`src/rtl/drt_pkg.sv`:
```
package drt_pkg;
    localparam int unsigned NUM_TMR = 2;
    localparam int unsigned CTL_W   = 2 * NUM_TMR;

    localparam logic [4:0] OFF_CTRL = 5'h00;
    localparam logic [4:0] OFF_BASE = 5'h10;

    // reload register of timer i
    function automatic logic [4:0] rld_off(input int i);
        return OFF_BASE + 5'(8 * i);
    endfunction

    // live value register of timer i
    function automatic logic [4:0] val_off(input int i);
        return OFF_BASE + 5'(8 * i + 4);
    endfunction
endpackage

```
`src/rtl/drt_regdecode.sv`:
```
module drt_regdecode
    import drt_pkg::*;
#(
    parameter int CNT_W  = 32,
    parameter int ADDR_W = 5
) (
    input  logic                             bus_sel,
    input  logic                             bus_wr,
    input  logic [ADDR_W-1:0]                bus_addr,
    input  logic [CTL_W-1:0]                 ctl,
    input  logic [NUM_TMR-1:0][CNT_W-1:0]    rld,
    input  logic [NUM_TMR-1:0][CNT_W-1:0]    cnt,
    output logic                             ctl_wr,
    output logic [NUM_TMR-1:0]               rld_wr,
    output logic [NUM_TMR-1:0]               val_wr,
    output logic [CNT_W-1:0]                 rdata
);
    logic wr_en;
    logic rd_en;

    always_comb begin
        wr_en  = bus_sel && bus_wr;
        rd_en  = bus_sel && !bus_wr;
        ctl_wr = wr_en && (bus_addr == ADDR_W'(OFF_CTRL));
        rld_wr = '0;
        val_wr = '0;
        rdata  = '0;
        if (rd_en && (bus_addr == ADDR_W'(OFF_CTRL))) begin
            rdata[CTL_W-1:0] = ctl;
        end
        for (int i = 0; i < NUM_TMR; i++) begin
            rld_wr[i] = wr_en && (bus_addr == ADDR_W'(rld_off(i)));
            val_wr[i] = wr_en && (bus_addr == ADDR_W'(val_off(i)));
            if (rd_en && (bus_addr == ADDR_W'(rld_off(i)))) begin
                rdata = rld[i];
            end
            if (rd_en && (bus_addr == ADDR_W'(val_off(i)))) begin
                rdata = cnt[i];
            end
        end
    end
endmodule

```
`src/rtl/drt_channel.sv`:
```
module drt_channel #(
    parameter int CNT_W = 32
) (
    input  logic             clk,
    input  logic             rst_n,
    input  logic             run,
    input  logic             rearm,
    input  logic             load_we,
    input  logic [CNT_W-1:0] load_val,
    input  logic [CNT_W-1:0] rld_val,
    output logic [CNT_W-1:0] cnt,
    output logic             irq,
    output logic             done
);
    typedef struct packed {
        logic [CNT_W-1:0] cnt;
        logic             irq;
    } ch_st_t;

    ch_st_t st_d, st_q;
    logic   expire;

    always_comb begin
        st_d   = st_q;
        expire = run && (st_q.cnt == '0) && !load_we;
        st_d.irq = expire;
        if (load_we) begin
            st_d.cnt = load_val;
        end else if (expire) begin
            if (rearm) begin
                st_d.cnt = rld_val;
            end
        end else if (run) begin
            st_d.cnt = st_q.cnt - CNT_W'(1);
        end
        done = expire && !rearm;
    end

    always_ff @(posedge clk) begin
        if (!rst_n) begin
            st_q <= '0;
        end else begin
            st_q <= st_d;
        end
    end

    assign cnt = st_q.cnt;
    assign irq = st_q.irq;
endmodule

```
`src/rtl/dual_reload_timer.sv`:
```
module dual_reload_timer #(
    parameter int CNT_W  = 32,
    parameter int ADDR_W = 5
) (
    input  logic                         clk,
    input  logic                         rst_n,
    input  logic                         bus_sel,
    input  logic                         bus_wr,
    input  logic [ADDR_W-1:0]            bus_addr,
    input  logic [CNT_W-1:0]             bus_wdata,
    output logic [CNT_W-1:0]             bus_rdata,
    output logic [drt_pkg::NUM_TMR-1:0]  tmr_irq
);
    import drt_pkg::*;

    typedef struct packed {
        logic [CTL_W-1:0]              ctl;
        logic [NUM_TMR-1:0][CNT_W-1:0] rld;
    } top_st_t;

    top_st_t st_d, st_q;

    logic                          ctl_wr_w;
    logic [NUM_TMR-1:0]            rld_wr_w;
    logic [NUM_TMR-1:0]            val_wr_w;
    logic [NUM_TMR-1:0]            run_w;
    logic [NUM_TMR-1:0]            rearm_w;
    logic [NUM_TMR-1:0]            done_w;
    logic [NUM_TMR-1:0][CNT_W-1:0] cnt_w;
    logic [NUM_TMR-1:0][CNT_W-1:0] rld_w;

    drt_regdecode #(.CNT_W(CNT_W), .ADDR_W(ADDR_W)) u_dec (
        .bus_sel  (bus_sel),
        .bus_wr   (bus_wr),
        .bus_addr (bus_addr),
        .ctl      (st_q.ctl),
        .rld      (st_q.rld),
        .cnt      (cnt_w),
        .ctl_wr   (ctl_wr_w),
        .rld_wr   (rld_wr_w),
        .val_wr   (val_wr_w),
        .rdata    (bus_rdata)
    );

    for (genvar i = 0; i < NUM_TMR; i++) begin : g_tmr
        assign run_w[i]   = st_q.ctl[2*i];
        assign rearm_w[i] = st_q.ctl[2*i+1];
        assign rld_w[i]   = st_q.rld[i];

        drt_channel #(.CNT_W(CNT_W)) u_ch (
            .clk      (clk),
            .rst_n    (rst_n),
            .run      (run_w[i]),
            .rearm    (rearm_w[i]),
            .load_we  (val_wr_w[i]),
            .load_val (bus_wdata),
            .rld_val  (st_q.rld[i]),
            .cnt      (cnt_w[i]),
            .irq      (tmr_irq[i]),
            .done     (done_w[i])
        );
    end

    always_comb begin
        st_d = st_q;
        if (ctl_wr_w) begin
            st_d.ctl = bus_wdata[CTL_W-1:0];
        end else begin
            for (int i = 0; i < NUM_TMR; i++) begin
                if (done_w[i]) begin
                    st_d.ctl[2*i] = 1'b0;
                end
            end
        end
        for (int i = 0; i < NUM_TMR; i++) begin
            if (rld_wr_w[i]) begin
                st_d.rld[i] = bus_wdata;
            end
        end
    end

    always_ff @(posedge clk) begin
        if (!rst_n) begin
            st_q <= '0;
        end else begin
            st_q <= st_d;
        end
    end
endmodule

```
`config.mk`:
```
export PLATFORM = sky130hd
export DESIGN_NAME = dual_reload_timer
export DESIGN_NICKNAME = d
export VERILOG_FILES = /design/src/rtl/drt_pkg.sv /design/src/rtl/drt_regdecode.sv /design/src/rtl/drt_channel.sv /design/src/rtl/dual_reload_timer.sv
export SDC_FILE = /design/constraint.sdc
export NUM_CORES = 1
export LEC_CHECK = 0
export BUFFER_PORTS_ARGS = -buffer_cell sky130_fd_sc_hd__clkbuf_2
export CAP_MARGIN = 5
export CELL_PAD_IN_SITES_DETAIL_PLACEMENT = 0
export CELL_PAD_IN_SITES_GLOBAL_PLACEMENT = 1
export CORE_UTILIZATION = 47
export CTS_CLUSTER_SIZE = 10
export DETAILED_ROUTE_END_ITERATION = 6
export PLACE_DENSITY_LB_ADDON = 0.05
export RECOVER_POWER = 100
export SYNTH_ARGS = -nofsm -noshare
export SYNTH_HDL_FRONTEND = slang
export SYNTH_SLANG_ARGS = --single-unit
export TNS_END_PERCENT = 1
```
`constraint.sdc`:
```
create_clock -name clk -period 7.65 [get_ports clk]
set_clock_uncertainty 0.2 [all_clocks]
set_input_delay 0.765 -clock clk [delete_from_list [all_inputs] [get_ports clk]]
set_output_delay 0.765 -clock clk [all_outputs]
set_load 0.01 [all_outputs]
```
* After elaboration in Yosys (flattened, before gate mapping)
Index checks and enable logic that the tools add are counted.
Word-level totals: flip-flop bits (word level) 134, input port bits 41, output and inout port bits 34, logic and storage cells 66
Operators by class: add/subtract/negate cells 2, eq/ne operators 6, multiplexer cells 17, reductions and logical operators 32
Operators by type and width (count):
- 2-to-1 mux 32 bit | 12
- zero test 32 bit | 2
- subtractor 32 x 1 -> 32 bit (second input constant) | 2
- equality test 5 bit (second input constant) | 4
- logical AND 1 bit | 18
- inequality test 3 x 2 -> 1 bit (second input constant) | 2
- nonzero test 3 bit | 2
- zero test 1 bit | 5
- zero test 5 bit | 1
- 2-to-1 mux 1 bit | 4
- 2-to-1 mux 4 bit | 1
- AND reduction 2 bit | 2
- nonzero test 2 bit | 2

* Longest topological paths before layout
Gate-level depths: netlist (run 1).
depth in word-level cells 8, gate-level depth with buffers 11, gate-level depth less buffers 8

* Hierarchy
From an unflattened synthesis (run 1), not the netlist that was laid out.
Unflattened totals: cell total of the unflattened synthesis 1052, area, all modules 8974.9 µm²
Modules (own cells, without submodules):
- dual_reload_timer | times used 1, cells an instance 219, area an instance 2665.1 µm², seq. area each 1361.3 µm²
- drt_channel (g_tmr[1].u_ch) | times used 1, cells an instance 344, area an instance 2630.0 µm², seq. area each 660.6 µm²
- drt_channel (g_tmr[0].u_ch) | times used 1, cells an instance 322, area an instance 2386.0 µm², seq. area each 660.6 µm²
- drt_regdecode | times used 1, cells an instance 167, area an instance 1293.7 µm², seq. area each 0.0 µm²

* Least setup slack after synthesis (run 1)
OpenSTA, ideal clock, no wires.
path kind input -> output, start input port bus_wr, end output port bus_rdata[10], data arrival time 2.248 ns, slack 4.437 ns, stages 6, path buffers 2, path through clkbuf_1 or3b_2 nor2_1 clkbuf_1 a221oi_1 a21oi_1
Between the ends: word-level cells in the longest chain between the ends 7
RTL lines:
- start: declaration | line dual_reload_timer.sv:8 | input logic bus_wr,
- zero test 1 bit (*) | line drt_regdecode.sv:23 | rd_en = bus_sel && !bus_wr;
- logical AND 1 bit (*) | line drt_regdecode.sv:23
- logical AND 1 bit | line drt_regdecode.sv:34 | if (rd_en && (bus_addr == ADDR_W'(rld_off(i)))) begin
- 2-to-1 mux 32 bit | line drt_regdecode.sv:34
- 2-to-1 mux 32 bit | line drt_regdecode.sv:37 | if (rd_en && (bus_addr == ADDR_W'(val_off(i)))) begin
- 2-to-1 mux 32 bit | line drt_regdecode.sv:34
- 2-to-1 mux 32 bit (*) | line drt_regdecode.sv:37
- end: declaration | line dual_reload_timer.sv:11 | output logic [CNT_W-1:0] bus_rdata,
Every way passes the cells marked *; elsewhere a longest branch is shown, timed or not.

* Worst setup path in the final report (run 1)
start register g_tmr[0].u_ch.st_q (netlist bit g_tmr[0].u_ch.cnt[2]), end register g_tmr[0].u_ch.st_q (netlist bit g_tmr[0].u_ch.cnt[23])
Between the ends: word-level cells in the longest chain between the ends 5
RTL lines:
- start: declaration | line drt_channel.sv:20 | ch_st_t st_d, st_q;
- start signal: assignment | line drt_channel.sv:43 | st_q <= st_d;
- parallel branches: the longest is 5 deep, another holds subtractor 32 x 1 -> 32 bit
Parallel ways; which one is timed is not known. The select of a mux whose other input is x is not followed. A chain may end at the register's enable or synchronous reset.

==> flow_summary.json, run 1 <==
{
  "status": "complete, but fails checks",
  "failed_checks": "design-rule violations, max-capacitance violations, max-slew violations",
  "cts_sinks": 134,
  "htreeDepth": 4,
  "grt.overflow.total": 0,
  "synth_ff_type": "dfxtp_1",
  "vias": 8655,
  "seqPwrFrac": 0.387,
  "cts_resized": 0,
  "yosysTopAreaCell": "dfxtp_1",
  "tns_ns": 0,
  "internal_power_mw": 1.37,
  "syn_area_um2": 7860,
  "leakage_nw": 3.28,
  "critPathLaunch": "g_tmr[0].u_ch.cnt[2]",
  "met2_length_mm": 12.9,
  "worst_skew_pair.late_latency_ns": 0.43,
  "die_area_um2": 17200,
  "drive_gt1_frac": 0.0984,
  "dp_hpwl_mm": 20.1,
  "drv_cap": 7,
  "diodes": 0,
  "peakVddDrop_uv": 171,
  "path_cells": "nor4_1 > nand4b_1 > nor4_1 > nor2_1 > clkbuf_1 > a22oi_1 > o32ai_1",
  "maxSlewHeadroom": -1.11,
  "ys_ff_latch": 134,
  "cpPeakStageDelay_ns": 1.00,
  "grt_pass1_wl_mm": 47.8,
  "place_area_um2": 8320,
  "yosysSeqAreaShare": 0.341,
  "worst_path_max_delay_cell": "nor4_1",
  "hold_viol": 0,
  "async_flop_share": 0,
  "synth_fp_nets": 1124,
  "cp-end-kind": "flip-flop",
  "grt_start_max_net_pins": 62,
  "fmax_mhz": 201,
  "drt-total-wl_mm": 30.8,
  "combPwrFrac": 0.120,
  "portBuffers": 74,
  "synth_cell_types": 74,
  "grt_pass1_vias": 7973,
  "top_level_ports": 75,
  "ant_nets": 0,
  "ys_top_cells_by_area": "dfxtp_1 34%, nand2_1 12%, a21oi_1 8.1%",
  "die_h_um": 131,
  "finalNetCount": 1149,
  "first_pass_iters": 7,
  "antenna_found_initial": 0,
  "reg2reg_depth": 7,
  "wl_met3_mm": 3.23,
  "cp_max_fo": 28,
  "tightest_slew_ns": 3.17,
  "start_util": 0.488,
  "clockBufferDepth": 2,
  "top_layer_used": "met4",
  "period_share": 0.650,
  "cts_root_buf": "clkbuf_16",
  "cp_common_cell": "nor4_1",
  "avgSynthCellArea_um2": 7.27,
  "final_cell_area_um2": 8830,
  "endpoint": "g_tmr[0].u_ch.cnt[23]",
  "power_mw": 1.84,
  "dieWidth_um": 131,
  "syn_inst": 1081,
  "synth_warnings": 0,
  "postCtsSetupBuffers": 0,
  "arrival_ns": 5.03,
  "switching_share": 0.258,
  "wl_met1_mm": 13.9,
  "syn2layout_area_growth_pct": 12.4,
  "hold_path_class": "flip-flop to flip-flop",
  "worstSetupPathType": "flip-flop to flip-flop",
  "r2r_end": "g_tmr[0].u_ch.cnt[23]",
  "powerDensity_nw_per_um2": 209,
  "rr_startpoint": "g_tmr[0].u_ch.cnt[2]",
  "cts_tree": "built",
  "cp.required_ns": 7.71,
  "drc": 2,
  "tritoncts.num_buffers": 17,
  "start_kind": "flip-flop",
  "rows": 46,
  "path_clk_slew_ns": 0.06,
  "slew_violations": 253,
  "grt_setup_unrepaired": "false",
  "setup_viol": 0,
  "r2r_slack_ns": 2.68,
  "wire_per_inst_um": 23.1,
  "yosysTopAreaCellShare": 0.341,
  "via_per_inst": 6.49,
  "p_sw_mw": 0.475,
  "gp_congestion": 0.921,
  "grtUsageTotal": 0.358,
  "power_frac_clock": 0.493,
  "fin_crit_ns": 4.97,
  "drt_iter0_drc": 1242,
  "coreArea_um2": 16100,
  "synth_edf_count": 0,
  "hold_buffers": 0
}
==> power by group through the flow <==
stage	registers (mW)	clock network [mW]	logic (mW)
2_1_floorplan	0.724	0	0.146
3_3_place_gp	0.728	0	0.218
3_5_place_dp	0.728	0	0.216
6_report	0.713	0.908	0.221
5_1_grt	0.714	0.944	0.241
4_1_cts	0.713	0.912	0.218
==> worst min-delay path by stage <==
stage          startpoint  slack (ns)         to  depth (start not counted)
2_1_floorplan   rld_w[24]        0.24  rld_w[24]                          2
3_3_place_gp    rld_w[45]        0.26  rld_w[45]                          2
3_5_place_dp    rld_w[13]        0.26  rld_w[13]                          2
4_1_cts         rld_w[13]        0.26  rld_w[13]                          2
5_1_grt         rld_w[13]        0.28  rld_w[13]                          2
6_report        rld_w[13]        0.27  rld_w[13]                          2
==> metal layers <==
layer	global-route usage	up-vias
li1	-	4014
met1	0.513	4093
met2	0.518	483
met3	0.0910	65
met4	0.116	0
met5	0	-
==> flip-flops by register name, summed over array words and instances (netlist names) <==
| register | cells |
|---|---|
| g_tmr.u_ch.cnt | 64 |
| g_tmr.u_ch.irq | 2 |
| rearm_w | 2 |
| rld_w | 64 |
| run_w | 2 |
==> cells by family (layout without fill, tap and decap cells) <==
family	after synthesis	in the layout	share of synthesized area
AO/OA/AOI/OAI	347	347	0.293
XOR/XNOR	29	29	0.0323
adder cells (fa/ha/maj)	2	2	0.00318
buffers and inverters	99	136	0.0513
flip-flops	134	134	0.341
multiplexers	2	2	0.00255
AND/OR/NAND/NOR	468	468	0.276
==> stage by stage <==
stage	setup slack [ns]	hold slack [ns]	instances	utilization
6_report	2.68	0.268	1334	0.548
5_1_grt	2.06	0.284	1334	0.548
3_5_place_dp	4.02	0.258	1303	0.516
3_3_place_gp	4.05	0.255	1303	0.516
2_1_floorplan	4.44	0.244	1081	-
4_1_cts	4.07	0.264	1334	0.556
==> cell type report <==
class                      count  area [um^2]
clock buffer                  23          498
clock inverter                 8          144
fill                        1629         7290
inverter                      11         41.3
multi-input combinational    848         4750
sequential                   134         2680
tap                          216          270
timing repair buffer          94          448
==> cell usage after synthesis (all sizes together) (6+ instances only) <==
library cell,instances
o211ai,32
nor2,83
inv,11
o221a,10
a211oi,10
xnor2,19
a221oi,19
nand2,252
or4,9
nor4,19
nand3,17
nand4b,7
nand4,8
or3,7
nor3,31
a31oi,25
a21oi,127
and3,6
o221ai,7
a222oi,13
clkbuf,72
buf,16
dfxtp,134
a311oi,8
a22oi,8
o21ai,51
a21o,6
xor2,10
==> cell usage in the layout, fill, tap and decap left out, types with 5 or more instances in the layout <==
cell type,Yosys,final
a211oi_1,8,9
a21o_1,6,6
a21oi_1,127,127
a221oi_1,19,19
a222oi_1,13,13
a22oi_1,8,8
a311oi_1,7,7
a31oi_1,25,25
and3_1,6,6
buf_4,2,11
clkbuf_1,71,41
clkbuf_16,0,17
clkbuf_2,1,43
clkbuf_8,0,5
dfxtp_1,134,134
inv_1,10,11
nand2_1,251,251
nand3_1,17,17
nand4_1,8,8
nand4b_1,5,7
nor2_1,83,78
nor2_2,0,5
nor3_1,31,31
nor4_1,13,15
o211ai_1,30,30
o21ai_0,50,50
o221a_2,9,9
o221ai_1,7,7
or3_1,7,7
or4_1,9,9
xnor2_1,19,19
xor2_1,10,10
==> worst max-delay path: cells and delay by family, from the launching register on <==
kind	cells	cell delay [ns]
DFF	1	0.37
buffers and inverters	1	0.63
and+or+nand+nor	4	3.07
AOI/OAI and AO/OA	2	0.51
(Power assumes the default switching activity.)
==> run 2: changes to the inputs <==
CORE_UTILIZATION = 40   (was 47)
clock period = 4.14 ns   (was 7.65 ns; I/O delays follow)
==> run 2 against run 1 <==
The flow finishes with violations (max-capacitance violations, max-slew violations). First-iteration DRC count down 15%. Final area up 2.1%. Flip-flop and latch count unchanged. Worst hold slack worse by 0.18 ns. Core utilization down 7.2 points. Wire length down 2.2%. Die area up 17%. Critical path type unchanged. Largest power group unchanged.
==> flow_summary.json, run 2 (synthesized netlist as in run 1, its figures left out) <==
{
  "layout_commonest_cell": "nand2_1",
  "hold_path_class": "input pin to flip-flop",
  "rows": 50,
  "via_per_inst": 6.06,
  "drive_gt1_frac": 0.116,
  "grt_pass1_vias": 7425,
  "clockBufferDepth": 2,
  "start_kind": "flip-flop",
  "postCtsSetupBuffers": 0,
  "placedCellCount": 1357,
  "holdWs_ns": 0.0877,
  "gp_congestion": 0.848,
  "grt.overflow.total": 0,
  "dieWidth_um": 142,
  "die_area_um2": 20200,
  "hold_buffers": 0,
  "finalCoreUtilization": 0.476,
  "layout_common_cells": "251 x nand2_1, 134 x dfxtp_1, 127 x a21oi_1",
  "wire_per_inst_um": 21.7,
  "drv_cap": 2,
  "min_path_cells": 3,
  "drt-total-wl_mm": 30.1,
  "worstSetupPathType": "flip-flop to flip-flop",
  "tightest_slew_ns": 1.75,
  "fin_crit_ns": 3.48,
  "die_h_um": 142,
  "tns_ns": 0,
  "pre_cts_ws_ns": 0.867,
  "hold_viol": 0,
  "antenna_found_initial": 0,
  "status": "complete, but fails checks",
  "leakage_nw": 3.33,
  "grt_pass1_wl_mm": 46.5,
  "hold_end": "rld_w[24]",
  "seq_area_um2": 2680,
  "diodes": 0,
  "peakVddDrop_uv": 259,
  "reg2reg_depth": 7,
  "fillerInstances": 1946,
  "top_level_ports": 75,
  "first_pass_iters": 5,
  "cp.required_ns": 4.26,
  "r2r_end": "g_tmr[0].u_ch.cnt[26]",
  "dp_hpwl_mm": 20.8,
  "tritoncts.num_buffers": 17,
  "cts_sinks": 134,
  "powerDensity_nw_per_um2": 377,
  "grtUsageTotal": 0.304,
  "drt_iter0_drc": 1051,
  "maxSlewHeadroom": -0.169,
  "setup_viol": 0,
  "fmax_mhz": 287,
  "worstHoldStart": "bus_wdata[24]",
  "period_share": 0.842,
  "vias": 8414,
  "portBuffers": 74,
  "fin_ws_ns": 0.656,
  "r2r_slack_ns": 0.66,
  "path_clk_slew_ns": 0.07,
  "worst_skew_pair.late_latency_ns": 0.43,
  "slew_violations": 66,
  "failed_checks": "max-capacitance violations, max-slew violations",
  "multi_input_area_um2": 4790,
  "cp_max_fo": 10,
  "cp-end-kind": "flip-flop",
  "htreeDepth": 4,
  "grt_setup_unrepaired": "false",
  "arrival_ns": 3.61,
  "cts_tree": "built",
  "coreArea_um2": 19000,
  "finalNetCount": 1159,
  "syn2layout_area_growth_pct": 14.7,
  "drc": 0,
  "cts_resized": 0,
  "start_util": 0.415,
  "fin_cells": 1389,
  "ant_nets": 0,
  "cts_root_buf": "clkbuf_16",
  "grt_start_max_net_pins": 53,
  "rr_startpoint": "g_tmr[0].u_ch.cnt[25]"
}
run 2: worst max-delay path: stages (launching register included):
cell      delay, ns
dfxtp_1        0.41
nor4_1         0.61
o211ai_1       0.40
nor4_1         0.49
clkbuf_1       0.27
or2_0          0.65
a21oi_1        0.08
o221a_1        0.27
run 2: layout make-up:
type	count	share of cell area
Inverter	11	0.00472
Tap cell	260	0.0361
Timing Repair Buffer	104	0.0587
Multi-Input combinational cell	848	0.532
Clock buffer	20	0.0518
Sequential cell	134	0.298
Clock inverter	12	0.0194
run 2: worst max path at each step:
stage	start	endpoint	slack, ns	cells past startpoint
finish	g_tmr[0].u_ch.cnt[25]	g_tmr[0].u_ch.cnt[26]	0.66	7
global route	g_tmr[0].u_ch.cnt[0]	g_tmr[0].u_ch.cnt[31]	0.40	10
CTS	g_tmr[1].u_ch.cnt[0]	g_tmr[1].u_ch.cnt[5]	0.84	9
detailed placement	g_tmr[1].u_ch.cnt[0]	g_tmr[1].u_ch.cnt[5]	0.87	9
global placement	g_tmr[1].u_ch.cnt[12]	g_tmr[1].u_ch.cnt[5]	0.92	7
floorplan	g_tmr[1].u_ch.cnt[24]	g_tmr[1].u_ch.cnt[23]	1.60	8
run 2: per-stage QoR:
stage / cell area, um^2 / total power [mW]
final: 9010 / 3.39
after global routing: 9010 / 3.51
after CTS: 9100 / 3.41
after detailed placement: 8460 / 1.75
after global placement: 8460 / 1.75
after floorplan: 7860 / 1.61
run 2: power by group:
| part | internal [mW] | switching, mW | leakage [nW] |
|---|---|---|---|
| registers | 1.30 | 0.0177 | 1.08 |
| logic | 0.148 | 0.255 | 1.94 |
| clock network | 1.05 | 0.619 | 0.308 |
| total | 2.50 | 0.892 | 3.33 |
run 2: per-layer routing:
layer  routed length (um)  part of all wire  global-route usage
met1                15000              0.50               0.473
met2                12700              0.42               0.429
met3                 2190             0.073              0.0542
met4                  197            0.0065              0.0606
met5                    0                 0                   0
==> run 3: changes to the inputs <==
clock period = 3 ns   (was 4.14 ns; I/O delays follow)
==> run 3 against run 2 <==
The run now ends clean. Global-route usage is 1.8 points higher. Worst hold slack got worse by 0.069 ns. First-iteration DRC count is 1.9% lower. Combinational power grew 58%. Critical path type is now input pin to output pin.
==> flow_summary.json, run 3 (synthesized netlist as in run 1, its figures left out) <==
{
  "min_path_cells": 3,
  "die_area_um2": 20200,
  "internal_power_mw": 3.27,
  "rr_startpoint": "g_tmr[1].u_ch.cnt[25]",
  "r2r_end": "g_tmr[1].u_ch.cnt[15]",
  "setup_viol": 0,
  "hold_end": "rld_w[63]",
  "antenna_found_initial": 0,
  "power_mw": 4.57,
  "reg2reg_depth": 7,
  "slew_violations": 0,
  "worstHoldStart": "bus_wdata[31]",
  "first_pass_iters": 5,
  "drv_cap": 0,
  "finalNetCount": 1213,
  "status": "finished, final reports clean",
  "fin_crit_ns": 2.85,
  "grt_start_max_net_pins": 48,
  "p_sw_mw": 1.30,
  "hold_viol": 0,
  "peakVddDrop_uv": 342,
  "htreeDepth": 4,
  "leakage_nw": 3.59,
  "period_share": 0.948,
  "start_util": 0.415,
  "dieWidth_um": 142,
  "dp_hpwl_mm": 21.6,
  "syn2layout_area_growth_pct": 21.2,
  "layout_common_cells": "251 x nand2_1, 134 x dfxtp_1, 127 x a21oi_1",
  "cp-end-kind": "output pin",
  "ant_nets": 0,
  "grt_setup_unrepaired": "false",
  "via_per_inst": 6.11,
  "die_h_um": 142,
  "start_kind": "input pin",
  "rows": 50,
  "seqPwrFrac": 0.397,
  "cp.required_ns": 2.50,
  "fmax_mhz": 351,
  "drt_iter0_drc": 1031,
  "cts_sinks": 134,
  "drt-total-wl_mm": 31.8,
  "grt_pass1_vias": 8049,
  "diodes": 0,
  "grt_pass1_wl_mm": 49.0,
  "cts_root_buf": "clkbuf_16",
  "maxSlewHeadroom": 0.445,
  "gp_congestion": 0.905,
  "tightest_slew_ns": 0.833,
  "grtUsageTotal": 0.322,
  "wire_per_inst_um": 22.1,
  "drc": 0,
  "portBuffers": 74,
  "path_clk_slew_ns": 0.06,
  "drive_gt1_frac": 0.141,
  "coreArea_um2": 19000,
  "power_frac_clock": 0.464,
  "worstSetupPathType": "input pin to output pin",
  "tritoncts.num_buffers": 17,
  "vias": 8811,
  "powerDensity_nw_per_um2": 480,
  "switching_share": 0.284,
  "cp_max_fo": 34,
  "worst_skew_pair.late_latency_ns": 0.43,
  "clockBufferDepth": 2,
  "hold_path_class": "input pin to flip-flop",
  "grt.overflow.total": 0,
  "arrival_ns": 2.35,
  "top_level_ports": 75,
  "combPwrFrac": 0.140,
  "cts_tree": "built",
  "tns_ns": 0,
  "r2r_slack_ns": 0.17,
  "postCtsSetupBuffers": 0,
  "layout_commonest_cell": "nand2_1"
}
[run 3: cell count changes in the layout (fill, tap and decap cells not counted), sizes merged]
cell	change
inv	+3
clkinv	-1
clkinvlp	+3
buf	+27
dlygate4sd3	+24
bufinv	-2
[run 3: how the worst max path moves through the flow]
stage,start,slack [ns],endpoint
after floorplan,g_tmr[1].u_ch.cnt[24],0.46,g_tmr[1].u_ch.cnt[23]
after global routing,bus_addr[1],0.003,bus_rdata[21]
final,bus_addr[0],0.15,bus_rdata[21]
after CTS,g_tmr[1].u_ch.cnt[25],0.21,g_tmr[1].u_ch.cnt[25]
after detailed placement,g_tmr[1].u_ch.cnt[25],0.21,g_tmr[1].u_ch.cnt[25]
after global placement,g_tmr[0].u_ch.cnt[26],0.21,g_tmr[0].u_ch.cnt[24]
[run 3: critical path: stages]
cell and delay (ns):
clkbuf_2 0.10, nand4bb_1 0.47, nor3_1 0.47, buf_12 0.26, a221o_1 0.22, a21oi_1 0.07
a21oi_1 0.24, clkbuf_2 0.18
[run 3: metal layers]
metal | share of wire | up-vias | routed length [um] | GRT usage
met4 | 0.017 | 0 | 555 | 0.0894
met5 | 0 | - | 0 | 0
met3 | 0.083 | 40 | 2630 | 0.0633
met1 | 0.49 | 4226 | 15500 | 0.485
met2 | 0.41 | 393 | 13200 | 0.459
li1 | - | 4152 | - | -
[run 3: timing repair]
item	4_1_cts	5_1_grt
hold buffers	24	0
endpoints found under the hold margin	58	0
resized for setup	0	1
setup endpoints to repair	0	2
[run 3: cell type report]
cell class              count  area (um^2)
clock buffers              17          425
clock inverters            15          155
fillers                  1965         9440
inverters                  11         42.5
multi-input cells         848         4800
flip-flops and latches    134         2680
well taps                 260          325
repair buffers            158         1090
[run 3: power groups by stage]
| stage | registers (mW) | logic, mW | clock network, mW |
|---|---|---|---|
| 2_1_floorplan | 1.85 | 0.372 | 0 |
| 6_report | 1.81 | 0.638 | 2.12 |
| 3_3_place_gp | 1.85 | 0.604 | 0 |
| 4_1_cts | 1.81 | 0.627 | 2.15 |
| 3_5_place_dp | 1.85 | 0.600 | 0 |
| 5_1_grt | 1.81 | 0.690 | 2.22 |
[run 3: stage by stage]
stage	util	hold WS [ns]	setup slack (ns)	cell area [um^2]	std cells
after global routing	0.502	0.0160	0.00335	9520	1443
after global placement	0.464	0.258	0.210	8800	1387
after CTS	0.508	0.00329	0.207	9620	1443
after detailed placement	0.464	0.264	0.214	8800	1387
final	0.502	0.0186	0.155	9520	1443
after floorplan	-	0.236	0.457	7860	1081
